### src/rtl/shprog_pkg.sv
package shprog_pkg;

  typedef enum logic [1:0] {
    OPC_PLAIN = 2'b00,
    OPC_CALL  = 2'b01,
    OPC_RET   = 2'b10,
    OPC_FLUSH = 2'b11
  } opclass_e;

  // one-hot-or-zero set of per-cycle sequencer events
  typedef struct packed {
    logic start;
    logic call;
    logic ovf;
    logic ret;
    logic fin;
    logic step;
  } seq_ev_t;

endpackage

### src/rtl/shprog_ctrl.sv
module shprog_ctrl
  import shprog_pkg::*;
(
  input  logic     clk,
  input  logic     rst_n,
  input  logic     start,
  input  opclass_e op,
  input  logic     top_empty,
  input  logic     stack_full,
  output logic     busy,
  output logic     done,
  output logic     ovf_err,
  output seq_ev_t  ev
);

  always_comb begin
    ev       = '0;
    ev.start = start & ~busy;
    if (busy) begin
      unique case (op)
        OPC_CALL: begin
          ev.call = ~stack_full;
          ev.ovf  = stack_full;
        end
        OPC_RET: begin
          ev.ret = ~top_empty;
          ev.fin = top_empty;
        end
        default: ev.step = 1'b1;
      endcase
    end
  end

  always_ff @(posedge clk or negedge rst_n) begin
    if (!rst_n) begin
      busy    <= 1'b0;
      done    <= 1'b0;
      ovf_err <= 1'b0;
    end else begin
      done <= ev.fin;
      if (ev.start)
        busy <= 1'b1;
      else if (ev.fin || ev.ovf)
        busy <= 1'b0;
      if (ev.start)
        ovf_err <= 1'b0;
      else if (ev.ovf)
        ovf_err <= 1'b1;
    end
  end

endmodule

### src/rtl/shprog_retstack.sv
module shprog_retstack #(
  parameter int AW    = 10,
  parameter int DEPTH = 8,
  localparam int SP_W = (DEPTH > 1) ? $clog2(DEPTH) : 1
) (
  input  logic            clk,
  input  logic            rst_n,
  input  logic            clear,
  input  logic            push,
  input  logic            pop,
  input  logic [AW-1:0]   push_addr,
  output logic [AW-1:0]   top_addr,
  output logic            top_empty,
  output logic            full,
  output logic [SP_W-1:0] sp
);

  // one extra bit keeps a saved all-ones address apart from the marker
  localparam int SLOT_W = AW + 1;
  localparam logic [SLOT_W-1:0] MARK = '1;

  function automatic logic is_marker(input logic [SLOT_W-1:0] s);
    return &s;
  endfunction

  function automatic logic [SLOT_W-1:0] pack_addr(input logic [AW-1:0] a);
    return {1'b0, a};
  endfunction

  logic [SP_W-1:0]   sp_q;
  logic [SP_W-1:0]   sp_up;
  logic [SP_W-1:0]   sp_dn;
  logic [SLOT_W-1:0] slot_w [DEPTH];
  logic [SLOT_W-1:0] top_slot;

  assign sp_up = sp_q + 1'b1;
  assign sp_dn = sp_q - 1'b1;

  for (genvar g = 0; g < DEPTH; g++) begin : g_slot
    logic [SLOT_W-1:0] r;
    always_ff @(posedge clk or negedge rst_n) begin
      if (!rst_n)
        r <= MARK;
      else if (clear)
        r <= MARK;
      else if (push && sp_up == SP_W'(g))
        r <= pack_addr(push_addr);
      else if (pop && sp_dn == SP_W'(g))
        r <= MARK;
    end
    assign slot_w[g] = r;
  end

  always_ff @(posedge clk or negedge rst_n) begin
    if (!rst_n)
      sp_q <= '0;
    else if (clear)
      sp_q <= '0;
    else if (push)
      sp_q <= sp_up;
    else if (pop)
      sp_q <= sp_dn;
  end

  assign top_slot  = slot_w[sp_q];
  assign top_addr  = top_slot[AW-1:0];
  assign top_empty = is_marker(top_slot);
  assign full      = (sp_q == SP_W'(DEPTH - 1));
  assign sp        = sp_q;

endmodule

### src/rtl/shprog_pc.sv
module shprog_pc #(
  parameter int AW = 10
) (
  input  logic          clk,
  input  logic          rst_n,
  input  logic          ld_entry,
  input  logic          ld_call,
  input  logic          ld_ret,
  input  logic          adv,
  input  logic [AW-1:0] entry,
  input  logic [AW-1:0] call_tgt,
  input  logic [AW-1:0] ret_addr,
  output logic [AW-1:0] pc
);

  function automatic logic [AW-1:0] next_word(input logic [AW-1:0] a);
    return a + 1'b1;
  endfunction

  // a return continues at the word after the saved call word
  function automatic logic [AW-1:0] resume_word(input logic [AW-1:0] saved);
    return next_word(saved);
  endfunction

  always_ff @(posedge clk or negedge rst_n) begin
    if (!rst_n)
      pc <= '0;
    else if (ld_entry)
      pc <= entry;
    else if (ld_call)
      pc <= call_tgt;
    else if (ld_ret)
      pc <= resume_word(ret_addr);
    else if (adv)
      pc <= next_word(pc);
  end

endmodule

### src/rtl/shprog_seq.sv
module shprog_seq
  import shprog_pkg::*;
#(
  parameter int ADDR_W = 10,
  parameter int DEPTH  = 8
) (
  input  logic              clk,
  input  logic              rst_n,
  input  logic              start,
  input  logic [ADDR_W-1:0] entry_off,
  input  logic [1:0]        op_class,
  input  logic [ADDR_W-1:0] call_tgt,
  output logic [ADDR_W-1:0] imem_addr,
  output logic              busy,
  output logic              done,
  output logic              ovf_err
);

  localparam int SP_W = (DEPTH > 1) ? $clog2(DEPTH) : 1;

  opclass_e          op;
  seq_ev_t           ev;
  logic              top_empty;
  logic              stack_full;
  logic [ADDR_W-1:0] top_addr;
  logic [SP_W-1:0]   sp;
  logic              ev_fin;
  logic              ev_ovf;

  assign op     = opclass_e'(op_class);
  assign ev_fin = ev.fin;
  assign ev_ovf = ev.ovf;

  shprog_ctrl u_ctrl (
    .clk        (clk),
    .rst_n      (rst_n),
    .start      (start),
    .op         (op),
    .top_empty  (top_empty),
    .stack_full (stack_full),
    .busy       (busy),
    .done       (done),
    .ovf_err    (ovf_err),
    .ev         (ev)
  );

  shprog_retstack #(.AW(ADDR_W), .DEPTH(DEPTH)) u_stack (
    .clk       (clk),
    .rst_n     (rst_n),
    .clear     (ev.start),
    .push      (ev.call),
    .pop       (ev.ret),
    .push_addr (imem_addr),
    .top_addr  (top_addr),
    .top_empty (top_empty),
    .full      (stack_full),
    .sp        (sp)
  );

  shprog_pc #(.AW(ADDR_W)) u_pc (
    .clk      (clk),
    .rst_n    (rst_n),
    .ld_entry (ev.start),
    .ld_call  (ev.call),
    .ld_ret   (ev.ret),
    .adv      (ev.step),
    .entry    (entry_off),
    .call_tgt (call_tgt),
    .ret_addr (top_addr),
    .pc       (imem_addr)
  );

endmodule

### config.mk
export PLATFORM = sky130hd
export DESIGN_NAME = shprog_seq
export DESIGN_NICKNAME = d
export VERILOG_FILES = /design/src/rtl/shprog_pkg.sv /design/src/rtl/shprog_ctrl.sv /design/src/rtl/shprog_retstack.sv /design/src/rtl/shprog_pc.sv /design/src/rtl/shprog_seq.sv
export SDC_FILE = /design/constraint.sdc
export NUM_CORES = 1
export LEC_CHECK = 0
export BUFFER_PORTS_ARGS = -buffer_cell sky130_fd_sc_hd__buf_2
export CAP_MARGIN = 40
export CORE_UTILIZATION = 55
export CTS_CLUSTER_DIAMETER = 80
export DETAILED_ROUTE_END_ITERATION = 10
export GPL_ROUTABILITY_DRIVEN = 0
export PLACE_DENSITY = 0.77
export SLEW_MARGIN = 20
export SYNTH_ARGS = -nofsm -noshare
export SYNTH_HDL_FRONTEND = slang
export SYNTH_SLANG_ARGS = --single-unit
### constraint.sdc
create_clock -name clk -period 3.35 [get_ports clk]
set_clock_uncertainty 0.15 [all_clocks]
set_input_delay 0.67 -clock clk [delete_from_list [all_inputs] [get_ports clk]]
set_output_delay 0.67 -clock clk [all_outputs]
set_load 0.05 [all_outputs]
==> results.md <==
- Tmin final: 3.322 ns
- Worst Path Max Fanout: 6
- Nets: 551
- Synth Area per Inst: 12.18 sq um
- Chip Height: 102.0 um
- DRT Wirelength: 14.30 mm
- TritonCTS clock tree: built
- Min-Delay Path Class: in2async
- Most frequent cells in the layout: 88 x dfstp_2, 80 x o22a_1, 46 x buf_4
- # Max-Cap Violations: 0
- Crit path kind: reg2reg
- Vias in the first global route: 4155
- Hold Fails Final Rpt: 0
- Pre-CTS setup slack: -0.01679 ns
- CTS clk-pin slew, worst paths: 0.11 ns
- Die width: 102.0 um
- Worst path bufs/invs: 2
- Core area: 9729 sq um
- Post-DP HPWL: 9.455 mm
- Clock sink count: 104
- Worst hold margin: 0.2086 ns
- H-tree depth: 3
- Highest-delay cell along the critical path: mux4_2
- Count of cell types in the netlist: 55
- CTS root buffer: clkbuf_8
- Initial DRC Count: 265
- Router iterations before antenna repair: 5
- Register area share after synthesis: 0.4927
- Endpoint class of the critical path: flip-flop
- PD cells: 1129 nW/um^2
- Flop2flop setup slack: 0.03 ns
- Antenna Nets Post-Route: 0
- Final worst slack: 0.02836 ns
- Layout cells sized above 1: 0.4511
- FF/Latch Area: 2714 sq um
- Mapped Cells: 452
- Part of the cycle the worst path needs: 0.9915
- Row count: 36
- Mapped Nets: 487
- Final setup fails: 0
- Post-synth EDFFs: 0
- Post-synth ARST share: 1.000
- WL/cell: 21.87 um
- Input/output buffers: 37
- Total vias in the final route: 4129
- Cts bufs inserted: 9
- Max IR drop VDD: 0.0004434 V
- RSZ-0062 raised after global routing: true
- Slew headroom: 0.4923
- Flops & latches, synth: 104
- ANT cells: 0
- Status: completed
- Via density: 6.313
- Tightest Pin Transition: 0.7615 ns
- Clock latency on the worst-skew pair: 0.38 ns
- Crit-path leading delay family: multiplexers
- Starting Density: 0.5658
- Final count of pins violating max slew: 0
- Arrival time worst endpoint: 3.49 ns
- Die area: 10410 sq um
- CP Data Required Time: 3.52 ns
- IO Pins: 38
- CP cell instances: buf_12, buf_12, mux4_2, mux2i_4, nor2_2, a31oi_4, nor2_1, a21oi_2, ha_4, nand3_1, xor2_1, mux2_2, nand2_1, o2111ai_1, nand2_1
- Largest buffer count on any clock path: 2
- Crit path largest cell delay: 0.56 ns
- Grt total ovfl: 0
- Post-route DRC: 0
- Initial antenna violation count: 0
- First-pass GRT wire length: 22.69 mm
- Top_reg_cell synth: dfstp_2
- Max Freq: 301.1 MHz
- Startpoint Class: flip-flop
- Area of the multi-input gates: 2552 sq um
- Mapped cell area: 5505 sq um
- Leak: 0.002526 uW
- Gr usage total: 0.2955
- Largest net degree at the start of global routing: 61
- Layout area overhead: 15.18%
- Most common cell after layout, fill and taps aside: dfstp_2
- Ys Warns: 0
- Fillcell total: 715
sequential cells by signal (all words and copies together), names as in the netlist:
signal / flops
u_ctrl.done: 1
u_stack.sp: 3
u_stack.g_slot.r: 88
u_ctrl.ovf_err: 1
u_ctrl.busy: 1
u_pc.pc: 10
logic make-up after synthesis:
| logic type | share of synthesized area |
|---|---|
| compound gates | 0.2091 |
| flops | 0.4927 |
| simple gates | 0.07864 |
| buf+inv | 0.05136 |
| mux | 0.1264 |
| xor+xnor | 0.01909 |
| fa+ha+maj | 0.02273 |
Yosys cell counts (2+ instances only):
master	count	area share
xnor2_1	8	0.013
o22a_1	80	0.13
mux2i_1	11	0.020
buf_2	4	0.0036
dfrtp_1	16	0.073
inv_1	17	0.012
mux2i_4	2	0.0082
buf_12	2	0.0073
a21o_1	2	0.0027
nand2b_1	3	0.0034
a21oi_1	21	0.019
o21ai_0	7	0.0064
xor2_1	4	0.0064
mux4_1	9	0.043
nand3_1	12	0.011
buf_4	7	0.0095
o31ai_1	2	0.0027
buf_6	3	0.0061
nor2_1	17	0.012
nor3_1	2	0.0018
nor2b_1	2	0.0023
nand4_1	2	0.0023
mux2_2	5	0.010
a21boi_0	8	0.011
clkbuf_1	16	0.011
a31oi_1	4	0.0045
ha_1	10	0.023
mux4_2	11	0.045
and2_1	2	0.0023
nand2_1	44	0.030
a22oi_1	2	0.0027
a222oi_1	2	0.0036
dfstp_2	88	0.42
o22ai_1	6	0.0068
layout make-up:
| cell class | count | area share |
|---|---|---|
| clock buffer | 11 | 0.02407 |
| clock inverter | 5 | 0.009866 |
| inverter | 17 | 0.01006 |
| multi-input combinational | 297 | 0.4025 |
| sequential | 104 | 0.4280 |
| tap | 133 | 0.02624 |
| timing repair buffer | 87 | 0.09925 |
power breakdown:
part	switching, uW	internal (uW)	leakage (uW)
clock	444	395	0.000101
sequential	578	2090	0.00112
combinational	1920	1730	0.00131
total	2940	4210	0.00253
path summary, 6_finish.rpt:
check                                                to               startpoint  depth (start not counted)
worst max-delay path                         u_pc.pc[4]            u_stack.sp[0]                         15
worst min-delay path                      u_stack.sp[1]                    rst_n                          1
worst max register to register               u_pc.pc[4]            u_stack.sp[0]                         15
worst min register to register  u_stack.g_slot[6].r[10]  u_stack.g_slot[6].r[10]                          2
max in group asynchronous        u_stack.g_slot[1].r[5]                    rst_n                          2
min in group clk                u_stack.g_slot[6].r[10]  u_stack.g_slot[6].r[10]                          2
metrics by stage:
| stage | std cells | utilization | total power (uW) | TNS, ns | area (sq um) |
|---|---|---|---|---|---|
| after floorplan | 452 | - | 4948 | -0.03390 | 5514 |
| after global placement | 623 | 0.6083 | 5816 | 0 | 5918 |
| after detailed placement | 623 | 0.6083 | 5917 | -0.01679 | 5918 |
| after CTS | 653 | 0.6469 | 7009 | 0 | 6294 |
| after global routing | 654 | 0.6517 | 7560 | -0.3995 | 6341 |
| final | 654 | 0.6517 | 7158 | 0 | 6341 |
metal layers:
| layer | vias up | wire, um | GRT usage |
|---|---|---|---|
| li1 | 1825 | - | - |
| met1 | 2080 | 6000 | 0.3920 |
| met2 | 181 | 6887 | 0.4760 |
| met3 | 43 | 885 | 0.04583 |
| met4 | 0 | 529 | 0.1462 |
| met5 | - | 0 | 0 |
timing repair:
item                                    in CTS  in global routing
gates resized for setup                      4                 16
hold buffers                                 0                  0
endpoints found under the setup margin       1                 90
pin swaps                                    2                  5
gates cloned                                 1                  0
buffers inserted                            13                  1
(Power assumes the default switching activity.)
